==> config.mk <==
export PLATFORM = sky130hd
export DESIGN_NAME = psr_bank_ctrl
export DESIGN_NICKNAME = d
export VERILOG_FILES = /design/src/rtl/psr_pkg.sv /design/src/rtl/psr_int_gate.sv /design/src/rtl/psr_status_reg.sv /design/src/rtl/psr_bank_file.sv /design/src/rtl/psr_bank_ctrl.sv
export SDC_FILE = /design/constraint.sdc
export NUM_CORES = 1
export LEC_CHECK = 0
export CAP_MARGIN = 15
export CELL_PAD_IN_SITES_DETAIL_PLACEMENT = 0
export CELL_PAD_IN_SITES_GLOBAL_PLACEMENT = 1
export CORE_UTILIZATION = 48
export CTS_CLUSTER_DIAMETER = 30
export DETAILED_ROUTE_END_ITERATION = 8
export PLACE_DENSITY_LB_ADDON = 0.2
export SLEW_MARGIN = 20
export SYNTH_ARGS = -nofsm -noshare
export SYNTH_HDL_FRONTEND = slang
export SYNTH_HIERARCHICAL = 1
export SYNTH_SLANG_ARGS = --single-unit
==> constraint.sdc <==
create_clock -name clk -period 3.6 [get_ports clk]
set_input_delay 0.36 -clock clk [delete_from_list [all_inputs] [get_ports clk]]
set_output_delay 0.36 -clock clk [all_outputs]
set_load 0.02 [all_outputs]
==> src/rtl/psr_pkg.sv <==
package psr_pkg;
   localparam int SR_W     = 32;
   localparam int MD_BIT   = 30;
   localparam int RB_BIT   = 29;
   localparam int BL_BIT   = 28;
   localparam int MASK_LO  = 4;
   localparam int MASK_W   = 4;
   localparam logic [SR_W-1:0] SR_WMASK    = 32'h7000_83F3;
   localparam logic [SR_W-1:0] SR_PRIVBITS = 32'h7000_0000;
   localparam logic [SR_W-1:0] SR_RESET    = 32'h7000_00F0;

   typedef enum logic [1:0] {
      UPD_NONE  = 2'd0,
      UPD_ENTRY = 2'd1,
      UPD_RTE   = 2'd2,
      UPD_WRITE = 2'd3
   } sr_upd_e;
endpackage

==> src/rtl/psr_int_gate.sv <==
module psr_int_gate #(
   parameter int LVL_W = 4
) (
   input  logic                       blk,
   input  logic [psr_pkg::MASK_W-1:0] imask,
   input  logic                       exc_req,
   input  logic                       exc_ubrk,
   input  logic                       irq_req,
   input  logic [LVL_W-1:0]           irq_lvl,
   output logic                       irq_take,
   output logic                       rst_esc,
   output logic                       entry
);
   logic lvl_above;
   logic exc_taken;

   assign lvl_above = irq_lvl > LVL_W'(imask);
   assign rst_esc   = exc_req & blk & ~exc_ubrk;
   assign exc_taken = exc_req & ~rst_esc;
   assign irq_take  = irq_req & ~blk & ~exc_req & lvl_above;
   assign entry     = exc_taken | irq_take;
endmodule

==> src/rtl/psr_status_reg.sv <==
module psr_status_reg
   import psr_pkg::*;
(
   input  logic            clk,
   input  logic            rst_n,
   input  logic            entry,
   input  logic            rte,
   input  logic            wr_en,
   input  logic [SR_W-1:0] wr_data,
   output logic [SR_W-1:0] sr,
   output logic [SR_W-1:0] ssr
);
   sr_upd_e         upd;
   logic [SR_W-1:0] wmask_now;

   assign wmask_now = sr[MD_BIT] ? SR_WMASK : (SR_WMASK & ~SR_PRIVBITS);

   always_comb begin
      if (entry)      upd = UPD_ENTRY;
      else if (rte)   upd = UPD_RTE;
      else if (wr_en) upd = UPD_WRITE;
      else            upd = UPD_NONE;
   end

   always_ff @(posedge clk) begin
      if (!rst_n) begin
         sr  <= SR_RESET;
         ssr <= '0;
      end else begin
         case (upd)
            UPD_ENTRY: begin
               ssr <= sr;
               sr  <= sr | SR_PRIVBITS;
            end
            UPD_RTE:   sr <= ssr & SR_WMASK;
            UPD_WRITE: sr <= (sr & ~wmask_now) | (wr_data & wmask_now);
            default:   sr <= sr;
         endcase
      end
   end
endmodule

==> src/rtl/psr_bank_file.sv <==
module psr_bank_file #(
   parameter int GPR_W      = 32,
   parameter int NUM_REGS   = 8,
   parameter bit RESET_GPRS = 1'b1,
   localparam int AW        = $clog2(NUM_REGS)
) (
   input  logic             clk,
   input  logic             rst_n,
   input  logic             act_bank,
   input  logic             we,
   input  logic [AW-1:0]    waddr,
   input  logic [GPR_W-1:0] wdata,
   input  logic [AW-1:0]    raddr,
   output logic [GPR_W-1:0] rdata,
   input  logic             alt_we,
   input  logic [AW-1:0]    alt_waddr,
   input  logic [GPR_W-1:0] alt_wdata,
   input  logic [AW-1:0]    alt_raddr,
   output logic [GPR_W-1:0] alt_rdata
);
   logic [GPR_W-1:0] regs [2][NUM_REGS];

   for (genvar b = 0; b < 2; b++) begin : g_bank
      for (genvar i = 0; i < NUM_REGS; i++) begin : g_reg
         logic             hit_main, hit_alt;
         logic [GPR_W-1:0] nxt;
         assign hit_main = we     && (act_bank == 1'(b)) && (waddr     == AW'(i));
         assign hit_alt  = alt_we && (act_bank != 1'(b)) && (alt_waddr == AW'(i));
         assign nxt      = hit_main ? wdata : alt_wdata;
         if (RESET_GPRS) begin : g_rst
            always_ff @(posedge clk) begin
               if (!rst_n)                  regs[b][i] <= '0;
               else if (hit_main | hit_alt) regs[b][i] <= nxt;
            end
         end else begin : g_norst
            always_ff @(posedge clk) begin
               if (hit_main | hit_alt) regs[b][i] <= nxt;
            end
         end
      end
   end

   assign rdata     = regs[act_bank][raddr];
   assign alt_rdata = regs[~act_bank][alt_raddr];
endmodule

==> src/rtl/psr_bank_ctrl.sv <==
module psr_bank_ctrl
   import psr_pkg::*;
#(
   parameter int GPR_W      = 32,
   parameter int NUM_REGS   = 8,
   parameter int LVL_W      = 4,
   parameter bit RESET_GPRS = 1'b1,
   localparam int AW        = $clog2(NUM_REGS)
) (
   input  logic             clk,
   input  logic             rst_n,
   input  logic             sr_wr_en,
   input  logic [31:0]      sr_wr_data,
   input  logic             exc_req,
   input  logic             exc_ubrk,
   input  logic             irq_req,
   input  logic [LVL_W-1:0] irq_lvl,
   input  logic             rte,
   output logic [31:0]      sr_out,
   output logic [31:0]      ssr_out,
   output logic             irq_take,
   output logic             rst_esc,
   input  logic             gpr_we,
   input  logic [AW-1:0]    gpr_waddr,
   input  logic [GPR_W-1:0] gpr_wdata,
   input  logic [AW-1:0]    gpr_raddr,
   output logic [GPR_W-1:0] gpr_rdata,
   input  logic             alt_we,
   input  logic [AW-1:0]    alt_waddr,
   input  logic [GPR_W-1:0] alt_wdata,
   input  logic [AW-1:0]    alt_raddr,
   output logic [GPR_W-1:0] alt_rdata
);
   if (NUM_REGS < 2 || (NUM_REGS & (NUM_REGS - 1)) != 0) begin : g_chk_regs
      $error("NUM_REGS must be a power of two, at least 2");
   end
   if (LVL_W < MASK_W) begin : g_chk_lvl
      $error("LVL_W must be at least the mask width");
   end
   if (GPR_W < 1) begin : g_chk_w
      $error("GPR_W must be positive");
   end

   logic [SR_W-1:0] sr, ssr;
   logic            entry;
   logic            priv;
   logic            act_bank;

   psr_int_gate #(.LVL_W(LVL_W)) u_gate (
      .blk      (sr[BL_BIT]),
      .imask    (sr[MASK_LO +: MASK_W]),
      .exc_req  (exc_req),
      .exc_ubrk (exc_ubrk),
      .irq_req  (irq_req),
      .irq_lvl  (irq_lvl),
      .irq_take (irq_take),
      .rst_esc  (rst_esc),
      .entry    (entry)
   );

   psr_status_reg u_sr (
      .clk     (clk),
      .rst_n   (rst_n),
      .entry   (entry),
      .rte     (rte),
      .wr_en   (sr_wr_en),
      .wr_data (sr_wr_data),
      .sr      (sr),
      .ssr     (ssr)
   );

   assign priv     = sr[MD_BIT];
   assign act_bank = priv & sr[RB_BIT];

   psr_bank_file #(
      .GPR_W      (GPR_W),
      .NUM_REGS   (NUM_REGS),
      .RESET_GPRS (RESET_GPRS)
   ) u_banks (
      .clk       (clk),
      .rst_n     (rst_n),
      .act_bank  (act_bank),
      .we        (gpr_we),
      .waddr     (gpr_waddr),
      .wdata     (gpr_wdata),
      .raddr     (gpr_raddr),
      .rdata     (gpr_rdata),
      .alt_we    (alt_we & priv),
      .alt_waddr (alt_waddr),
      .alt_wdata (alt_wdata),
      .alt_raddr (alt_raddr),
      .alt_rdata (alt_rdata)
   );

   assign sr_out  = sr;
   assign ssr_out = ssr;
endmodule

==> flow_summary_export.csv <==
group,metric,value,unit
clocking,h-tree-depth,4,
power,vdd_drop_max,0.3872,mV
synthesis,async_flop_share,0,%
critical_path,rr_worst_depth,7,
synthesis,syn_avg_cell_area,10.93,um2
final_layout,final_cell_mix,"nand3_1, edfxtp_1, a21boi_0, mux4_2, clkdlybuf4s50_1",
critical_path,cp_max_fo,24,
critical_path,r2r-start,"u_sr/sr[30]",
routing,dr.max_layer_used,"met5",
synthesis,synth_edf_count,512,
sta,rsz0062_at_grt,"false",
critical_path,worstPathArrival,3.18,ns
floorplanning,num_rows,99,
synthesis,ys_seq_elements,536,
synthesis,ys_types,40,
clocking,cts-root-buf,"clkbuf_16",
routing,wl_met2,62720,um
routing,met1_length,50220,um
routing,ant_nets,0,
worst_hold_path,holdCritStartpoint,"rst_n",
floorplanning,ioPinCount,251,
critical_path,critPathRequiredTime,3.24,ns
floorplanning,start_util,48.53,%
synthesis,ys_warn_count,6,
sta,period_share,98.27,%
routing,firstDrtPassIters,6,
sta,setup_tns,0,ns
worst_hold_path,min_path_type,"in2reg",
routing,wirelength,139900,um
place,gp_congestion,0.8284,
sta,hold_viol,0,
sta,setup_viol,0,
synthesis,syn_area,35400,um2
worst_hold_path,hold_depth,2,
critical_path,critPathCaptureType,"output port",
global_route,grt_pass1_wl,203300,um
routing,via_per_inst,7.256,
floorplanning,fp.dieW,273.6,um
clocking,cts_buffer_depth,3,
critical_path,crit_type,"reg2out",
routing,met3_length,20120,um
power,power,23.92,mW
critical_path,startpoint_type,"register",
clocking,clkSinkCount,536,
final_layout,drive_above_1_share,20.10,%
synthesis,synth_cells,3239,
clocking,cts.reportedPaths.clkPinSlew,0.05,ns
final_layout,layout_commonest_cell,"nand3_1",
place,dp_hpwl,75060,um
sta,maxSlewViolCount,0,
place,io_buffers,190,
clocking,tritoncts,"built",
clocking,cts_inserted_buffers,135,
routing,wl_per_cell,32.85,um
final_layout,nNetsFinal,3305,
floorplanning,fp.dieH,273.6,um
sta,max-slew-margin-rel,37.54,%
global_route,grt_pass1_vias,30735,
power,p_leak,13.94,nW
floorplanning,die-area,74850,um2
global_route,grt_max_degree,165,
sta,fin_crit,3.538,ns
critical_path,rrSetupSlack,0.62,ns
synthesis,seq_area_frac_synth,44.78,%
run_status,status,"finished clean",
power,power_density,560.8,nW/um2
flow_run,maxCapViolCount,0,
clocking,clock_latency,0.72,ns
routing,drc,0,
sta,worstMarginPinSlew,0.9369,ns
floorplanning,core_region_area,72960,um2
global_route,gr-total-overflow,0,
global_route,grt_usage,37.12,%
sta,max_freq,282.7,MHz
global_route,antenna_found_initial,25,
routing,drt_iter0_markers,4865,
final_layout,area_delta_synth_final,20.51,%
critical_path,reg2reg_to,"u_banks/regs[1][19]",
synthesis,synthFlopType,"edfxtp_1",
sta,skew,0.02293,ns
worst_hold_path,min_to,"u_sr/sr[9]",
routing,num_vias,30909,
[cell type report]
class	count	area [um2]
Inverter	6	22.52
Timing Repair Buffer	318	3592
Multi-Input combinational cell	2183	17360
Sequential cell	536	15860
Clock buffer	155	3516
Tap cell	959	1200
Antenna cell	12	30.03
Fill cell	5777	30290
Clock inverter	91	1087
[per-layer routing]
metal  vias up  GRT usage, %
met1     15463         47.49
met2      2548         55.95
met5         -             0
li1      12368             -
met3       502         13.07
met4        28         18.19
[power by group]
part | switching, mW | total (mW) | internal (mW)
Sequential | 0.199 | 7.44 | 7.24
Combinational | 2.58 | 4.26 | 1.68
Clock | 3.88 | 12.2 | 8.34
Total | 6.67 | 23.9 | 17.3
[synthesized netlist by cell type (24+ instances only)]
cell type / count / area [um2]
clkbuf_1: 283 / 1062
mux4_2: 256 / 5766
buf_1: 70 / 262.8
a21boi_0: 431 / 3236
nor2b_1: 30 / 187.7
a22oi_1: 144 / 1081
buf_4: 54 / 405.4
dfxtp_1: 24 / 480.5
nand3_1: 1025 / 5130
nand2_1: 95 / 356.6
a21boi_1: 81 / 608.1
edfxtp_1: 512 / 15370
buf_2: 135 / 675.7
[registers in the layout (all words and copies together), names as in the netlist]
signal and flops:
u_sr/ssr 12, u_banks/regs 512, u_sr/sr 12
[through the flow]
stage	cell area [um2]	util [%]	setup WS [ns]	hold slack, ns	instances
after floorplan	35550	-	0.9078	0.4876	3278
after global placement	37790	51.80	0.3999	0.5029	3994
after detailed placement	37790	51.80	0.3823	0.4906	3994
after CTS	42560	58.33	0.009983	0.2240	4248
after global routing	42640	58.45	0.00007749	0.2436	4252
final	42660	58.48	0.06225	0.2398	4260
[cell families (layout without fill, tap and decap cells)]
family          after synthesis  in the layout  synth area share, %
compound gates              678            678                14.39
fa+ha+maj                     4              4               0.1414
buf+inv                     559            570                7.210
flops                       536            536                44.78
mux                         268            268                16.62
other cells                   1             52              0.01059
simple gates               1193           1193                16.84
[how the worst max path moves through the flow]
stage / startpoint / to / slack [ns] / depth (start not counted)
floorplan: u_sr/sr[30] / u_banks/regs[0][224] / 0.91 / 8
global placement: u_sr/sr[30] / gpr_rdata[2] / 0.40 / 7
detailed placement: u_sr/sr[30] / gpr_rdata[17] / 0.38 / 7
CTS: u_sr/sr[30] / gpr_rdata[9] / 0.01 / 7
global route: u_sr/sr[30] / alt_rdata[30] / 0.00008 / 7
finish: u_sr/sr[30] / alt_rdata[30] / 0.06 / 7
[worst max-delay path, stage by stage, from the launching register on]
cell and delay (ns):
dfxtp_2 0.39, and2_4 0.27, buf_12 0.19, bufbuf_16 0.36, mux4_2 0.32, a22oi_1 0.27
nand2_1 0.11, clkdlybuf4s50_1 0.54
[what timing repair did]
item / 4_1_cts / 5_1_grt
setup endpoints to repair: 61 / 24
pin swaps: 1 / 1
hold endpoints to repair: 0 / 0
resized for setup: 26 / 26
hold buffers: 0 / 0
cloned: 3 / 0
buffers inserted: 5 / 0
(Power assumes the default switching activity.)
